## src/rtl/adc_ser_pkg.sv

```systemverilog
package adc_ser_pkg;
  localparam int ADDR_W = 4;

  typedef enum logic [1:0] {
    SRC_EXT  = 2'd0,
    SRC_SELF = 2'd1,
    SRC_NONE = 2'd2
  } src_e;

  function automatic src_e chan_src(input logic [ADDR_W-1:0] ch, input int n_ext);
    if (int'(ch) < n_ext) return SRC_EXT;
    if (int'(ch) == n_ext) return SRC_SELF;
    return SRC_NONE;
  endfunction
endpackage

```

## src/rtl/adc_port_sync.sv

```systemverilog
module adc_port_sync #(
  parameter int          N       = 3,
  parameter logic [N-1:0] RST_VAL = '0
) (
  input  logic         clk_i,
  input  logic         rst_ni,
  input  logic [N-1:0] d_i,
  output logic [N-1:0] q_o
);
  for (genvar g = 0; g < N; g++) begin : g_line
    logic s1_q, s2_q;
    always_ff @(posedge clk_i or negedge rst_ni) begin
      if (!rst_ni) begin
        s1_q <= RST_VAL[g];
        s2_q <= RST_VAL[g];
      end else begin
        s1_q <= d_i[g];
        s2_q <= s1_q;
      end
    end
    assign q_o[g] = s2_q;
  end
endmodule

```

## src/rtl/adc_cs_qual.sv

```systemverilog
module adc_cs_qual #(
  parameter int QUAL = 3
) (
  input  logic clk_i,
  input  logic rst_ni,
  input  logic cs_n_i,
  output logic act_o,
  output logic start_o,
  output logic end_o
);
  localparam int QW = $clog2(QUAL + 1);

  logic [QW-1:0] qcnt_q;
  logic          act_q;

  always_ff @(posedge clk_i or negedge rst_ni) begin
    if (!rst_ni) begin
      qcnt_q <= '0;
      act_q  <= 1'b0;
    end else if (cs_n_i) begin
      qcnt_q <= '0;
      act_q  <= 1'b0;
    end else if (!act_q) begin
      if (qcnt_q == QW'(QUAL - 1)) act_q <= 1'b1;
      else qcnt_q <= qcnt_q + 1'b1;
    end
  end

  assign act_o   = act_q;
  assign start_o = !cs_n_i && !act_q && (qcnt_q == QW'(QUAL - 1));
  assign end_o   = cs_n_i && act_q;

  // acceptance needs a run of low samples
  p_cs_filter_r1: assert property (@(posedge clk_i) disable iff (!rst_ni)
    $rose(act_q) |-> (!$past(cs_n_i, 1) && !$past(cs_n_i, 2)));
endmodule

```

## src/rtl/adc_serial_io.sv

```systemverilog
module adc_serial_io #(
  parameter int RES_W  = 8,
  parameter int ADDR_W = 4
) (
  input  logic              clk_i,
  input  logic              rst_ni,
  input  logic              cs_act_i,
  input  logic              cs_start_i,
  input  logic              cs_end_i,
  input  logic              io_i,
  input  logic              addr_i,
  input  logic              busy_i,
  input  logic              done_i,
  input  logic [RES_W-1:0]  result_i,
  output logic              dout_o,
  output logic [ADDR_W-1:0] chan_o,
  output logic              sample_o,
  output logic              conv_start_o
);
  localparam int FW = $clog2(RES_W);
  localparam int RW = $clog2(ADDR_W + 1);

  logic              io_prev_q;
  logic [RES_W-1:0]  shreg_q;
  logic [ADDR_W-1:0] addr_sh_q, chan_q;
  logic [FW-1:0]     fcnt_q;
  logic [RW-1:0]     rcnt_q;
  logic              sample_q;
  logic              io_ok, io_rise, io_fall, last_fall;

  assign io_rise   = io_i && !io_prev_q;
  assign io_fall   = !io_i && io_prev_q;
  // edges count only with an accepted select and an idle converter
  assign io_ok     = cs_act_i && !busy_i && !cs_start_i && !cs_end_i && !done_i;
  assign last_fall = io_ok && io_fall && (fcnt_q == FW'(RES_W - 1));

  always_ff @(posedge clk_i or negedge rst_ni) begin
    if (!rst_ni) io_prev_q <= 1'b0;
    else         io_prev_q <= io_i;
  end

  always_ff @(posedge clk_i or negedge rst_ni) begin
    if (!rst_ni) begin
      shreg_q   <= '0;
      addr_sh_q <= '0;
      chan_q    <= '0;
      fcnt_q    <= '0;
      rcnt_q    <= '0;
      sample_q  <= 1'b0;
    end else if (cs_start_i || (done_i && cs_act_i)) begin
      shreg_q  <= result_i;
      fcnt_q   <= '0;
      rcnt_q   <= '0;
      sample_q <= 1'b0;
    end else if (cs_end_i) begin
      fcnt_q   <= '0;
      rcnt_q   <= '0;
      sample_q <= 1'b0;
    end else if (io_ok) begin
      if (io_rise && (rcnt_q < RW'(ADDR_W))) begin
        addr_sh_q <= {addr_sh_q[ADDR_W-2:0], addr_i};
        rcnt_q    <= rcnt_q + 1'b1;
      end
      if (io_fall) begin
        if (last_fall) begin
          fcnt_q   <= '0;
          rcnt_q   <= '0;
          sample_q <= 1'b0;
        end else begin
          shreg_q <= {shreg_q[RES_W-2:0], 1'b0};
          fcnt_q  <= fcnt_q + 1'b1;
          if (fcnt_q == FW'(ADDR_W - 1)) begin
            chan_q   <= addr_sh_q;
            sample_q <= 1'b1;
          end
        end
      end
    end
  end

  assign dout_o       = shreg_q[RES_W-1];
  assign chan_o       = chan_q;
  assign sample_o     = sample_q;
  assign conv_start_o = last_fall;

  // no transfer progress without an accepted select
  p_idle_counters_r2: assert property (@(posedge clk_i) disable iff (!rst_ni)
    !cs_act_i |-> (fcnt_q == '0 && rcnt_q == '0));
  // output shifter frozen while converting
  p_no_shift_busy_r12: assert property (@(posedge clk_i) disable iff (!rst_ni)
    (busy_i && !cs_start_i) |=> $stable(shreg_q));
endmodule

```

## src/rtl/adc_sar_seq.sv

```systemverilog
module adc_sar_seq
  import adc_ser_pkg::*;
#(
  parameter int RES_W         = 8,
  parameter int CONV_CYCLES   = 36,
  parameter int N_EXT         = 11,
  parameter int SELFTEST_CODE = 128
) (
  input  logic              clk_i,
  input  logic              rst_ni,
  input  logic              start_i,
  input  logic              abort_i,
  input  logic [ADDR_W-1:0] chan_i,
  input  logic              cmp_i,
  output logic [RES_W-1:0]  trial_o,
  output logic              busy_o,
  output logic              done_o,
  output logic [RES_W-1:0]  result_o
);
  localparam int CW = $clog2(CONV_CYCLES + 1);

  logic [CW-1:0]    ccnt_q, len_q;
  logic [RES_W-1:0] sar_q, result_q, mask, trial;
  logic             busy_q, done_q, cmp_eff, in_step;
  src_e             src;

  assign in_step = busy_q && (int'(ccnt_q) < RES_W);

  always_comb begin
    mask = '0;
    if (in_step) mask[RES_W-1-int'(ccnt_q)] = 1'b1;
  end

  assign trial = sar_q | mask;
  assign src   = chan_src(chan_i, N_EXT);

  always_comb begin
    unique case (src)
      SRC_EXT:  cmp_eff = cmp_i;
      SRC_SELF: cmp_eff = (RES_W'(SELFTEST_CODE) >= trial);
      default:  cmp_eff = 1'b0;
    endcase
  end

  always_ff @(posedge clk_i or negedge rst_ni) begin
    if (!rst_ni) begin
      ccnt_q   <= '0;
      sar_q    <= '0;
      result_q <= '0;
      busy_q   <= 1'b0;
      done_q   <= 1'b0;
    end else begin
      done_q <= 1'b0;
      if (abort_i) begin
        busy_q <= 1'b0;
      end else if (start_i) begin
        busy_q <= 1'b1;
        ccnt_q <= '0;
        sar_q  <= '0;
      end else if (busy_q) begin
        if (in_step && cmp_eff) sar_q <= trial;
        if (ccnt_q == CW'(CONV_CYCLES - 1)) begin
          busy_q   <= 1'b0;
          done_q   <= 1'b1;
          result_q <= sar_q;
        end else begin
          ccnt_q <= ccnt_q + 1'b1;
        end
      end
    end
  end

  assign trial_o  = trial;
  assign busy_o   = busy_q;
  assign done_o   = done_q;
  assign result_o = result_q;

  // independent run-length counter for the conversion window
  always_ff @(posedge clk_i or negedge rst_ni) begin
    if (!rst_ni)     len_q <= '0;
    else if (busy_q) len_q <= len_q + 1'b1;
    else             len_q <= '0;
  end

  p_conv_len_r7: assert property (@(posedge clk_i) disable iff (!rst_ni)
    done_q |-> (len_q == CW'(CONV_CYCLES)));
  p_done_pulse_r7: assert property (@(posedge clk_i) disable iff (!rst_ni)
    done_q |=> !done_q);
  p_abort_keeps_r8: assert property (@(posedge clk_i) disable iff (!rst_ni)
    abort_i |=> ($stable(result_q) && !done_q));
  p_reserved_zero_r9: assert property (@(posedge clk_i) disable iff (!rst_ni)
    (done_q && src == SRC_NONE) |-> (result_q == '0));
endmodule

```

## src/rtl/adc_serial_ctrl.sv

```systemverilog
module adc_serial_ctrl
  import adc_ser_pkg::*;
#(
  parameter int RES_W         = 8,
  parameter int CONV_CYCLES   = 36,
  parameter int QUAL          = 3,
  parameter int N_EXT         = 11,
  parameter int SELFTEST_CODE = 128
) (
  input  logic              clk_i,
  input  logic              rst_ni,
  input  logic              cs_ni,
  input  logic              ioclk_i,
  input  logic              addr_i,
  output logic              dout_o,
  output logic              dout_en_o,
  output logic [ADDR_W-1:0] chan_o,
  output logic              sample_o,
  output logic              convert_o,
  output logic [RES_W-1:0]  trial_o,
  input  logic              cmp_i,
  output logic              done_o
);
  logic [2:0]       sync_q;
  logic             cs_act, cs_start, cs_end, conv_start, busy, done;
  logic [RES_W-1:0] result;

  adc_port_sync #(.N(3), .RST_VAL(3'b001)) u_sync (
    .clk_i  (clk_i),
    .rst_ni (rst_ni),
    .d_i    ({addr_i, ioclk_i, cs_ni}),
    .q_o    (sync_q)
  );

  adc_cs_qual #(.QUAL(QUAL)) u_qual (
    .clk_i   (clk_i),
    .rst_ni  (rst_ni),
    .cs_n_i  (sync_q[0]),
    .act_o   (cs_act),
    .start_o (cs_start),
    .end_o   (cs_end)
  );

  adc_serial_io #(.RES_W(RES_W), .ADDR_W(ADDR_W)) u_io (
    .clk_i        (clk_i),
    .rst_ni       (rst_ni),
    .cs_act_i     (cs_act),
    .cs_start_i   (cs_start),
    .cs_end_i     (cs_end),
    .io_i         (sync_q[1]),
    .addr_i       (sync_q[2]),
    .busy_i       (busy),
    .done_i       (done),
    .result_i     (result),
    .dout_o       (dout_o),
    .chan_o       (chan_o),
    .sample_o     (sample_o),
    .conv_start_o (conv_start)
  );

  adc_sar_seq #(
    .RES_W(RES_W), .CONV_CYCLES(CONV_CYCLES),
    .N_EXT(N_EXT), .SELFTEST_CODE(SELFTEST_CODE)
  ) u_sar (
    .clk_i    (clk_i),
    .rst_ni   (rst_ni),
    .start_i  (conv_start),
    .abort_i  (cs_start),
    .chan_i   (chan_o),
    .cmp_i    (cmp_i),
    .trial_o  (trial_o),
    .busy_o   (busy),
    .done_o   (done),
    .result_o (result)
  );

  assign dout_en_o = cs_act;
  assign convert_o = busy;
  assign done_o    = done;

  // conversion only follows a sampling phase
  p_conv_after_sample_r6: assert property (@(posedge clk_i) disable iff (!rst_ni)
    $rose(busy) |-> $past(sample_o));
  // sampling and conversion never overlap
  p_phase_excl_r4: assert property (@(posedge clk_i) disable iff (!rst_ni)
    !(sample_o && busy));
endmodule

```

## config.mk

```make
export PLATFORM = sky130hd
export DESIGN_NAME = adc_serial_ctrl
export DESIGN_NICKNAME = d
export VERILOG_FILES = /design/src/rtl/adc_ser_pkg.sv /design/src/rtl/adc_port_sync.sv /design/src/rtl/adc_cs_qual.sv /design/src/rtl/adc_serial_io.sv /design/src/rtl/adc_sar_seq.sv /design/src/rtl/adc_serial_ctrl.sv
export SDC_FILE = /design/constraint.sdc
export NUM_CORES = 1
export LEC_CHECK = 0
export BUFFER_PORTS_ARGS = -buffer_cell sky130_fd_sc_hd__buf_2
export CORE_ASPECT_RATIO = 2
export CORE_UTILIZATION = 60
export CTS_CLUSTER_SIZE = 8
export DETAILED_ROUTE_END_ITERATION = 12
export GPL_TIMING_DRIVEN = 1
export PLACE_DENSITY = 0.91
export SETUP_SLACK_MARGIN = 0.05
export SYNTH_ARGS = -nofsm -noshare
export SYNTH_HDL_FRONTEND = slang
export SYNTH_SLANG_ARGS = --single-unit
```

## constraint.sdc

```tcl
create_clock -name clk_i -period 3.1 [get_ports clk_i]
set_input_delay 0.465 -clock clk_i [delete_from_list [all_inputs] [get_ports clk_i]]
set_output_delay 0.465 -clock clk_i [all_outputs]
set_load 0.03 [all_outputs]
```

# Word-level counts from Yosys, hierarchy flattened
# Cells that the tools add are included.
[classes] add_sub_neg=5 n_lt_le_gt_ge=6 n_mux=53 reduce_logical=42 eq_ne=11 n_bitwise=5
[ops] cell="$mux 8" n=9
[ops] cell="$mux 3" n=11
[ops] cell="$ge 32x1->1 const B" n=1
[ops] cell="$lt 32x5->1 const B" n=1
[ops] cell="$mux 1" n=21
[ops] cell="$mux 6" n=3
[ops] cell="$logic_and 1x1->1" n=16
[ops] cell="$mux 2" n=7
[ops] cell="$reduce_and 4->1" n=3
[ops] cell="$reduce_and 3->1" n=3
[ops] cell="$ge 8x8->1 const A" n=1
[ops] cell="$logic_not 1->1" n=8
[ops] cell="$ne 2x2->1 const B" n=4
[ops] cell="$or 8x8->8" n=1
[ops] cell="$reduce_bool 2->1" n=4
[ops] cell="$sub 3x6->7 const A" n=1
[ops] cell="$add 3x1->3 const B" n=2
[ops] cell="$add 6x1->6 const B" n=1
[ops] cell="$eq 6x6->1 const B" n=1
[ops] cell="$lt 6x4->1 const B" n=1
[ops] cell="$reduce_and 6->1" n=1
[ops] cell="$reduce_bool 3->1" n=2
[ops] cell="$eq 4x4->1 const B" n=1
[ops] cell="$lt 4x4->1 const B" n=1
[ops] cell="other kinds (14)" n=18
[word_totals] register_bits=57 out_inout_bits=17

# Logic depth before layout (Yosys ltp)
# Gate-level depths: netlist (run 1).
[depth] depth_word=14 depth_mapped=8

# Cells and area by module
# Synthesis (run 1) repeated with hierarchy kept, for this count alone.
[hier_totals] cells_unflattened=252 area_unflattened_um2=2761.4
[modules_own_cells] mod="adc_sar_seq" n_inst=1 cells_per_inst=128 seq_area_each_um2=600.6 area_each_um2=1298.7
[modules_own_cells] mod="adc_serial_io" n_inst=1 cells_per_inst=100 seq_area_each_um2=600.6 area_each_um2=1141.1
[modules_own_cells] mod="adc_port_sync" n_inst=1 cells_per_inst=9 seq_area_each_um2=152.6 area_each_um2=175.2
[modules_own_cells] mod="adc_cs_qual" n_inst=1 cells_per_inst=15 seq_area_each_um2=75.1 area_each_um2=146.4

# Least setup slack after synthesis (run 1)
# No wires, ideal clock.
[synth_path] path_kind="flip-flop to output port" start="register u_sar.busy_q, in the netlist u_sar.busy_o" end="output trial_o[2]" n_path_buf=1 required_ns=2.635 path_stages_with_launch=6 path_slack_ns=0.547 t_arrival_ns=2.088 path_cell_list="dfrtp_1 buf_4 or4b_1 or3_4 or2_2 nand2b_1"
[synth_between] elab_chain_len=3
[synth_rtl] element="from (decl)" line="adc_sar_seq.sv:24" rtl="logic busy_q, done_q, cmp_eff, in_step;"
[synth_rtl] element="from (signal assigned)" line="adc_sar_seq.sv:50" rtl="busy_q <= 1'b0;"
[synth_rtl] element="from (signal assigned)" line="adc_sar_seq.sv:55" rtl="busy_q <= 1'b0;"
[synth_rtl] element="from (signal assigned)" line="adc_sar_seq.sv:57" rtl="busy_q <= 1'b1;"
[synth_rtl] element="$logic_and 1x1->1" line="adc_sar_seq.sv:27" rtl="assign in_step = busy_q && (int'(ccnt_q) < RES_W);"
[synth_rtl] element="$mux 8" line="adc_sar_seq.sv:31" rtl="if (in_step) mask[RES_W-1-int'(ccnt_q)] = 1'b1;"
[synth_rtl] element="$or 8x8->8" line="adc_sar_seq.sv:34" rtl="assign trial = sar_q | mask;"
[synth_rtl] element="to (decl)" line="adc_serial_ctrl.sv:20" rtl="output logic [RES_W-1:0] trial_o,"
# Every way passes these cells.

# Worst setup path after layout (run 1)
# Same ends and word-level chain as after synthesis.

==> out/results.txt, run 1 <==
Run status -> finished clean
FFs w/ async S/R, synth -> 1.00
Clock Path Buffers -> 2
Final Wtd Congestion -> 0.856
Max-cap check violation count -> 0
Die area -> 4720 um^2
Fin. Hold Viols -> 0
Register area -> 1430 um^2
Initial antenna violation count -> 0
Clock sink count -> 57
Row cnt -> 34
Largest net degree at the start of global routing -> 58
Global Route met1 Usage -> 0.262
Initial Util -> 0.620
Buffers on Ports -> 22
DR WL/cell -> 17.3 um
Most used routing layer -> met2
CP max FO -> 12
Iter 0 DRT Violations -> 55
CP endpoint kind -> output port
Post-Syn Instances -> 233
Post-place setup slack -> 666 ps
PwrDens -> 563 nW/um^2
Fin crit period -> 2810 ps
Measured slew at the worst slew-check pin -> 741 ps
Type of origin of the critical path -> register
HPWL after DPL -> 3990 um
Maximum vdd drop -> 447 uV
Antenna viol nets, final -> 0
DRC errors left -> 0
Seq/Total Area, Yosys -> 0.537
Routed wire length -> 5470 um
Dominant synthesized flop cell -> dfrtp_1
CTS tree -> built
Cts hold-fix bufs -> 0
Clock skew -> 7.33 ps
Vias per cell -> 6.04
All-Layer GR Usage -> 0.269
Worst Path Arrival -> 2340 ps
FF+latch count, synth -> 57
Crit path required time -> 2630 ps
CTS clk-pin slew, worst paths -> 70 ps
Hold Crit Class -> in2reg
Layout fillers -> 308
Final worst setup slack -> 293 ps
Yosys cell types -> 46
Share of cells above drive strength 1 -> 0.251
Slew margin rel. -> 0.506
Overflow after GRT -> 0
Setup Viol. Count Final -> 0
Max Clk Rate -> 356 MHz
Number of global-route vias before repair -> 1990
Core Area -> 4300 um^2
H-tree Lvls -> 3
Multi-input logic area -> 1140 um^2
Clk_lat worst skew -> 340 ps
Io pins -> 23
PostCTS Resize Cnt -> 0
Area growth, synth to finish -> 12.7%
Fin. max-slew vios -> 0
Chip height -> 96.2 um
GR Layer Usage met2 -> 0.498
Clock root buffer -> clkbuf_8
Setup Buffers After CTS -> 0
RSZ-0062 raised after global routing -> no
Antenna cells -> 0
Total number of vias -> 1915
Setup TNS -> 0 ps
Die width -> 49.1 um
LEAKAGE -> 1.44 nW
Post-Syn Area -> 2660 um^2
TritonCTS buffer count -> 9
Crit path kind -> reg2out
Yosys warnings -> 0
Util after Layout -> 0.698
Nets -> 272
Final period util -> 0.906
Post-Syn Nets -> 247
Initial DRT Pass Iterations -> 4
First-pass GRT wire length -> 9200 um
Post-synth EDFFs -> 0
Syn Area/Cell -> 11.4 um^2
Met3 Use GR -> 0.0727
Hold slack -> 221 ps
[synth_stat cells (2+ instances only)]
cell type	number	area share
a21oi_1	3	0.0056
a221o_1	6	0.023
and2_1	2	0.0047
and3_1	3	0.0070
buf_2	4	0.0075
buf_4	2	0.0056
clkbuf_1	4	0.0056
dfrtp_1	55	0.52
dfstp_2	2	0.020
ha_1	8	0.038
inv_1	12	0.017
mux2_2	16	0.068
mux2i_1	3	0.011
nand2_1	18	0.025
nand2b_1	5	0.012
nand3_1	8	0.015
nand4_1	3	0.0070
nor2_1	14	0.020
nor2b_1	3	0.0070
nor3b_1	7	0.020
o2111ai_1	2	0.0066
o211ai_1	2	0.0056
o21ai_0	6	0.011
o21bai_1	4	0.011
o31ai_1	6	0.017
o41ai_1	3	0.0099
or2_2	2	0.0047
or3_1	5	0.012
or4_1	2	0.0056
or4b_1	2	0.0075
xnor2_1	4	0.013
xor2_1	3	0.0099
[path summary, 6_finish.rpt]
check / to / depth (start not counted) / startpoint / slack (ps)
worst max-delay path: trial_o[2] / 5 / u_sar.busy_o / 290
worst min register to register: u_sync.g_line[0].s2_q / 0 / u_sync.g_line[0].s1_q / 360
worst max register to register: u_io.chan_o[0] / 4 / u_sar.busy_o / 820
max in group asynchronous: u_io.shreg_q[7] / 2 / rst_ni / 2370
worst min-delay path: u_sync.g_line[0].s1_q / 1 / cs_ni / 220
min in group asynchronous: u_io.shreg_q[5] / 2 / rst_ni / 260
[worst max-delay path, cell delays in order (launching register included)]
cell and delay (ps):
dfrtp_1 520, or4b_1 490, or3_4 400, or2_2 310
nand2b_1 80, buf_2 190
[kinds of logic after synthesis]
logic type | share of synthesized area
simple gates | 0.189
flops | 0.537
compound gates | 0.0992
buf+inv | 0.0357
mux | 0.0789
fa+ha+maj | 0.0376
xor+xnor | 0.0230
[metal layers]
layer,part of all wire,vias to the layer above
met5,0,-
met4,0.037,0
met3,0.040,20
met2,0.57,59
met1,0.35,946
li1,-,890
[layout by cell type, fill, tap and decap left out, drive strengths merged, types with 7 or more instances in the layout]
| cell | n |
|---|---|
| nor2 | 14 |
| mux2 | 16 |
| clkbuf | 9 |
| nor3b | 7 |
| buf | 24 |
| dfrtp | 55 |
| nand2 | 18 |
| inv | 12 |
| ha | 8 |
| nand3 | 8 |
[power by group]
group | switching [W] | leakage, nW | internal [W]
Combinational | 0.000107 | 0.604 | 0.0000754
Clock | 0.000297 | 0.103 | 0.000370
Sequential | 0.0000439 | 0.731 | 0.000796
[cell type report]
type	count	area share
Clock buffer	9	0.0413
Clock inverter	7	0.0238
Inverter	12	0.0150
Multi-Input combinational cell	154	0.379
Sequential cell	57	0.476
Tap cell	54	0.0225
Timing Repair Buffer	24	0.0417
[through the flow]
stage | cell area, um^2 | total power [W] | std cells
2_1_floorplan | 2660 | 0.000978 | 233
3_3_place_gp | 2810 | 0.00102 | 301
3_5_place_dp | 2810 | 0.00104 | 301
4_1_cts | 3000 | 0.00171 | 317
5_1_grt | 3000 | 0.00177 | 317
6_report | 3000 | 0.00169 | 317
[flip-flops by register name, indices dropped and copies added, names as in the netlist, 2 cells and up]
name	count
u_io.fcnt_q	3
u_io.shreg_q	8
u_sync.g_line.s1_q	3
u_qual.qcnt_q	2
u_io.chan_o	4
u_sar.sar_q	8
u_sar.result_o	8
u_io.addr_sh_q	4
u_sync.g_line.s2_q	3
u_sar.ccnt_q	6
u_io.rcnt_q	3
(Power assumes the default switching activity.)
==> run 2: changes to the inputs <==
--- a/config.mk
+++ b/config.mk
@@ -14,2 +14,3 @@
 export PLACE_DENSITY = 0.91
+export RECOVER_POWER = 50
 export SETUP_SLACK_MARGIN = 0.05
==> constraint.sdc (replaced) <==
create_clock -name clk_i -period 3.1 [get_ports clk_i]
set_input_delay 0 -clock clk_i [delete_from_list [all_inputs] [get_ports clk_i]]
set_output_delay 0 -clock clk_i [all_outputs]
set_load 0.03 [all_outputs]
==> run 2 against run 1 <==
  * The flow now finishes with violations (max-capacitance violations, max-slew violations)
  * Register-to-register slack worse by 150 ps
  * Maximum frequency up 16%
  * Sequential power about the same
  * Utilization up 1.7 points
  * Wire length down 0.82%
  * Worst setup slack better by 380 ps
  * Sequential cell count unchanged
  * First-iteration DRC count down 18%
  * Clock power up 24%
  * Global-route usage down 0.82 points
  * Combinational power about the same
  * Power up 9.5%
==> out/results.txt, run 2 (synthesized netlist as in run 1, its figures left out) <==
CP endpoint kind -> register
Max-cap check violation count -> 1
Initial DRT Pass Iterations -> 4
CTS tree -> built
Maximum vdd drop -> 472 uV
Setup Viol. Count Final -> 0
Number of global-route vias before repair -> 1844
Chip height -> 96.2 um
Core Area -> 4300 um^2
Clock root buffer -> clkbuf_8
Clock skew -> 6.04 ps
RSZ-0062 raised after global routing -> no
R2R cell count -> 5
CP top delay family -> simple AND/OR/NAND/NOR gates
Crit path required time -> 3320 ps
Crit path kind -> reg2reg
Die area -> 4720 um^2
CP peak stage delay -> 770 ps
Area growth, synth to finish -> 15.4%
Measured slew at the worst slew-check pin -> 1700 ps
Die width -> 49.1 um
Iter 0 DRT Violations -> 45
Setup TNS -> 0 ps
Commonest non-fill, non-tap cell in the layout -> dfrtp_1
Type of origin of the critical path -> register
Worst path slowest cell -> or4b_2
Cells on Worst Hold Path -> 2
Antenna cells -> 0
Nets -> 276
Slew margin rel. -> -0.134
Overflow after GRT -> 0
Final period util -> 0.783
DRC errors left -> 0
Critical Path Stages -> 5
HPWL after DPL -> 3970 um
Most frequent cells in the layout -> dfrtp_1 (55), nand2_1 (18), mux2_2 (16)
Run status -> finished with violations
Row cnt -> 34
H-tree Lvls -> 3
LEAKAGE -> 1.42 nW
Hold Crit Class -> in2reg
PwrDens -> 602 nW/um^2
First-pass GRT wire length -> 8690 um
Max Clk Rate -> 412 MHz
CP Cell Sequence -> or4b_2 > nor3_4 > buf_4 > and3_1 > mux2_2
Initial antenna violation count -> 0
CP max FO -> 15
Final Wtd Congestion -> 0.900
DR WL/cell -> 16.9 um
Routed wire length -> 5430 um
Worst Path Arrival -> 2650 ps
Fin crit period -> 2430 ps
TritonCTS buffer count -> 9
Clock sink count -> 57
Fin. Hold Viols -> 0
Clock Path Buffers -> 2
Clk_lat worst skew -> 340 ps
Buffers on Ports -> 22
Fin. max-slew vios -> 34
Total number of vias -> 1887
Util after Layout -> 0.715
All-Layer GR Usage -> 0.261
Largest net degree at the start of global routing -> 34
Vias per cell -> 5.88
Failing checks -> max-capacitance violations, max-slew violations
PostCTS Resize Cnt -> 0
CTS clk-pin slew, worst paths -> 70 ps
Initial Util -> 0.620
Io pins -> 23
Antenna viol nets, final -> 0
Hold slack -> 306 ps
Buf/Inv on CP -> 1
Share of cells above drive strength 1 -> 0.210
## run 2: metal layers
metal / vias to the layer above / track usage / part of all wire
met5: - / 0 / 0
met4: 0 / 0.150 / 0.024
met3: 12 / 0.0790 / 0.032
met2: 49 / 0.482 / 0.59
met1: 930 / 0.250 / 0.36
li1: 896 / - / -
## run 2: cell type report
cell class	instances	area [um^2]
Sequential cell	57	1430
Fill cell	324	1220
Multi-Input combinational cell	154	1140
Timing Repair Buffer	28	150
Clock buffer	9	124
Clock inverter	7	119
Tap cell	54	67.6
Inverter	12	45.0
## run 2: final timing paths
path                                              end                   from  slack (ps)
worst max-delay path                   u_io.chan_o[3]           u_sar.busy_o         670
worst min-delay path            u_sync.g_line[1].s1_q                ioclk_i         310
worst max register to register         u_io.chan_o[3]           u_sar.busy_o         670
worst min register to register  u_sync.g_line[1].s2_q  u_sync.g_line[1].s1_q         350
max in group asynchronous             u_sar.ccnt_q[3]                 rst_ni        1100
min in group asynchronous                u_qual.act_o                 rst_ni         630
## run 2: what timing repair did
action | in CTS | in global routing
hold buffers | 4 | 0
setup endpoints to repair | 0 | 0
hold endpoints to repair | 35 | 0
buffers inserted | 0 | 0
## run 2: per-stage QoR
stage | area (um^2) | power (W) | setup WS, ps | cells
2_1_floorplan | 2660 | 0.000978 | 878 | 233
3_3_place_gp | 2810 | 0.00102 | 778 | 301
3_5_place_dp | 2810 | 0.00103 | 683 | 301
4_1_cts | 3090 | 0.00187 | 678 | 321
5_1_grt | 3070 | 0.00193 | 575 | 321
6_report | 3070 | 0.00185 | 673 | 321
## run 2: power by group
part	switching [W]	total, W	internal (W)
clock	0.000295	0.000828	0.000533
sequential	0.0000427	0.000839	0.000796
combinational	0.000105	0.000182	0.0000773
total	0.000443	0.00185	0.00141
==> run 3: changes to the inputs <==
CORE_UTILIZATION = 59   (was 60)
PLACE_DENSITY = 0.9   (was 0.91)
clock period = 2.4 ns   (was 3.1 ns; I/O delays follow)
==> run 3 against run 2 <==
  * Clock skew rose by 1.5 ps
  * Clock power rose by 7.7%
  * Critical path type is now reg2out
  * Worst hold slack got worse by 65 ps
  * Sequential power rose by 29%
  * The run now ends clean
  * Clock-buffer cell count rose by 4
==> out/results.txt, run 3 (synthesized netlist as in run 1, its figures left out) <==
Run status -> finished clean
Total number of vias -> 1966
Fin. Hold Viols -> 0
R2R Path Start -> u_qual.qcnt_q[0]
LEAKAGE -> 1.46 nW
Slew margin rel. -> 0.106
Critical Path Stages -> 5
Io pins -> 23
CP peak stage delay -> 570 ps
Measured slew at the worst slew-check pin -> 1340 ps
DRC errors left -> 0
Buf/Inv on CP -> 1
Gate power share -> 0.118
Commonest non-fill, non-tap cell in the layout -> dfrtp_1
Setup TNS -> 0 ps
Maximum vdd drop -> 619 uV
R2R cell count -> 6
Clock Path Buffers -> 2
Initial Util -> 0.614
Cells on Worst Hold Path -> 3
Hold Crit Class -> in2reg
Max Clk Rate -> 431 MHz
Tot Pwr -> 0.00224 W
CP Cell Sequence -> or4b_4 > or3_4 > or2_2 > nand2b_4 > buf_6
CP top delay family -> simple AND/OR/NAND/NOR gates
Register area -> 1430 um^2
Row cnt -> 34
Sw Share -> 0.254
Worst path slowest cell -> or4b_4
Layout fillers -> 318
End of the worst hold path -> u_sar.sar_q[6]
Antenna viol nets, final -> 0
Fin crit period -> 2320 ps
HPWL after DPL -> 3900 um
Setup Viol. Count Final -> 0
Clock root buffer -> clkbuf_8
Initial DRT Pass Iterations -> 4
Crit path kind -> reg2out
Overflow after GRT -> 0
Seq pwr share -> 0.484
Max-cap check violation count -> 0
Worst hold path startpoint -> cmp_i
Initial antenna violation count -> 0
CTS clk-pin slew, worst paths -> 60 ps
All-Layer GR Usage -> 0.271
Final Wtd Congestion -> 0.895
Clock skew -> 7.56 ps
TritonCTS buffer count -> 9
Multi-input logic area -> 1160 um^2
Clk_lat worst skew -> 340 ps
Nets -> 281
RSZ-0062 raised after global routing -> no
Fin. max-slew vios -> 0
H-tree Lvls -> 3
Reg2reg setup slack -> 220 ps
Buffers on Ports -> 22
CTS tree -> built
DR WL/cell -> 17.5 um
Largest net degree at the start of global routing -> 34
Die width -> 49.5 um
P_int -> 0.00167 W
Number of global-route vias before repair -> 2032
Type of origin of the critical path -> register
CP max FO -> 5
Clock sink count -> 57
Iter 0 DRT Violations -> 47
P_sw -> 0.000569 W
Worst flop-to-flop path endpoint -> u_io.chan_o[1]
Part of the power in the clock network -> 0.398
First-pass GRT wire length -> 9530 um
CP endpoint kind -> output port
Chip height -> 97 um
Antenna cells -> 0
Most frequent cells in the layout -> dfrtp_1 (53), nand2_1 (18), mux2_2 (16)
Worst Path Arrival -> 2320 ps
PwrDens -> 722 nW/um^2
Die area -> 4800 um^2
Routed wire length -> 5710 um
Share of cells above drive strength 1 -> 0.235
Final period util -> 0.967
Core Area -> 4340 um^2
Area growth, synth to finish -> 16.4%
Crit path required time -> 2400 ps
Vias per cell -> 6.03
-- run 3: changes by cell type in the layout (fill, tap and decap cells not counted), sizes merged --
cell,delta
bufinv,-2
buf,+6
clkbuf,+3
clkinvlp,-2
-- run 3: worst min-delay path, cell delays in order --
cell and delay (ps):
buf_2 100, o2111ai_1 360, o41ai_1 80
-- run 3: repair_timing --
action / 4_1_cts / 5_1_grt
hold endpoints to repair: 25 / 0
setup buffers: 0 / 0
resized for setup: 2 / 8
endpoints found under the setup margin: 2 / 3
hold buffers: 4 / 0
-- run 3: power groups by stage --
| stage | sequential [W] | combinational [W] | clock, W |
|---|---|---|---|
| after floorplan | 0.00109 | 0.000176 | 0 |
| after global placement | 0.00109 | 0.000240 | 0 |
| after detailed placement | 0.00110 | 0.000261 | 0 |
| after CTS | 0.00108 | 0.000267 | 0.000906 |
| after global routing | 0.00109 | 0.000296 | 0.000942 |
| final | 0.00108 | 0.000264 | 0.000892 |
-- run 3: worst max-delay path by stage --
stage | start | end | slack (ps)
floorplan | u_sar.busy_o | u_io.chan_o[0] | 180
global placement | u_qual.qcnt_q[0] | u_sar.result_o[0] | 260
detailed placement | u_qual.qcnt_q[0] | u_sar.result_o[2] | 190
CTS | u_sar.ccnt_q[4] | trial_o[3] | 60
global route | u_sar.ccnt_q[4] | trial_o[3] | 40
finish | u_sar.ccnt_q[4] | trial_o[3] | 80
-- run 3: per-layer routing --
metal | vias up | wire length, um | GRT usage
li1 | 911 | - | -
met3 | 17 | 185 | 0.0692
met5 | - | 0 | 0
met4 | 0 | 193 | 0.169
met2 | 43 | 3180 | 0.463
met1 | 995 | 2150 | 0.289
-- run 3: stage by stage --
step                area [um^2]  std cells   util  setup slack [ps]  hold WS [ps]
floorplan                  2660        233      -               178          -296
global placement           2840        306  0.655               256          3.20
detailed placement         2840        306  0.655               190          17.6
CTS                        3090        326  0.711              55.5           196
global route               3100        326  0.715              37.6           285
finish                     3100        326  0.715              79.7           241
-- run 3: cell type report --
type,count,share of cell area
sequential,57,0.462
multi-input combinational,154,0.373
inverter,12,0.0145
timing repair buffer,33,0.0646
clock buffer,13,0.0513
tap,54,0.0218
clock inverter,3,0.0129
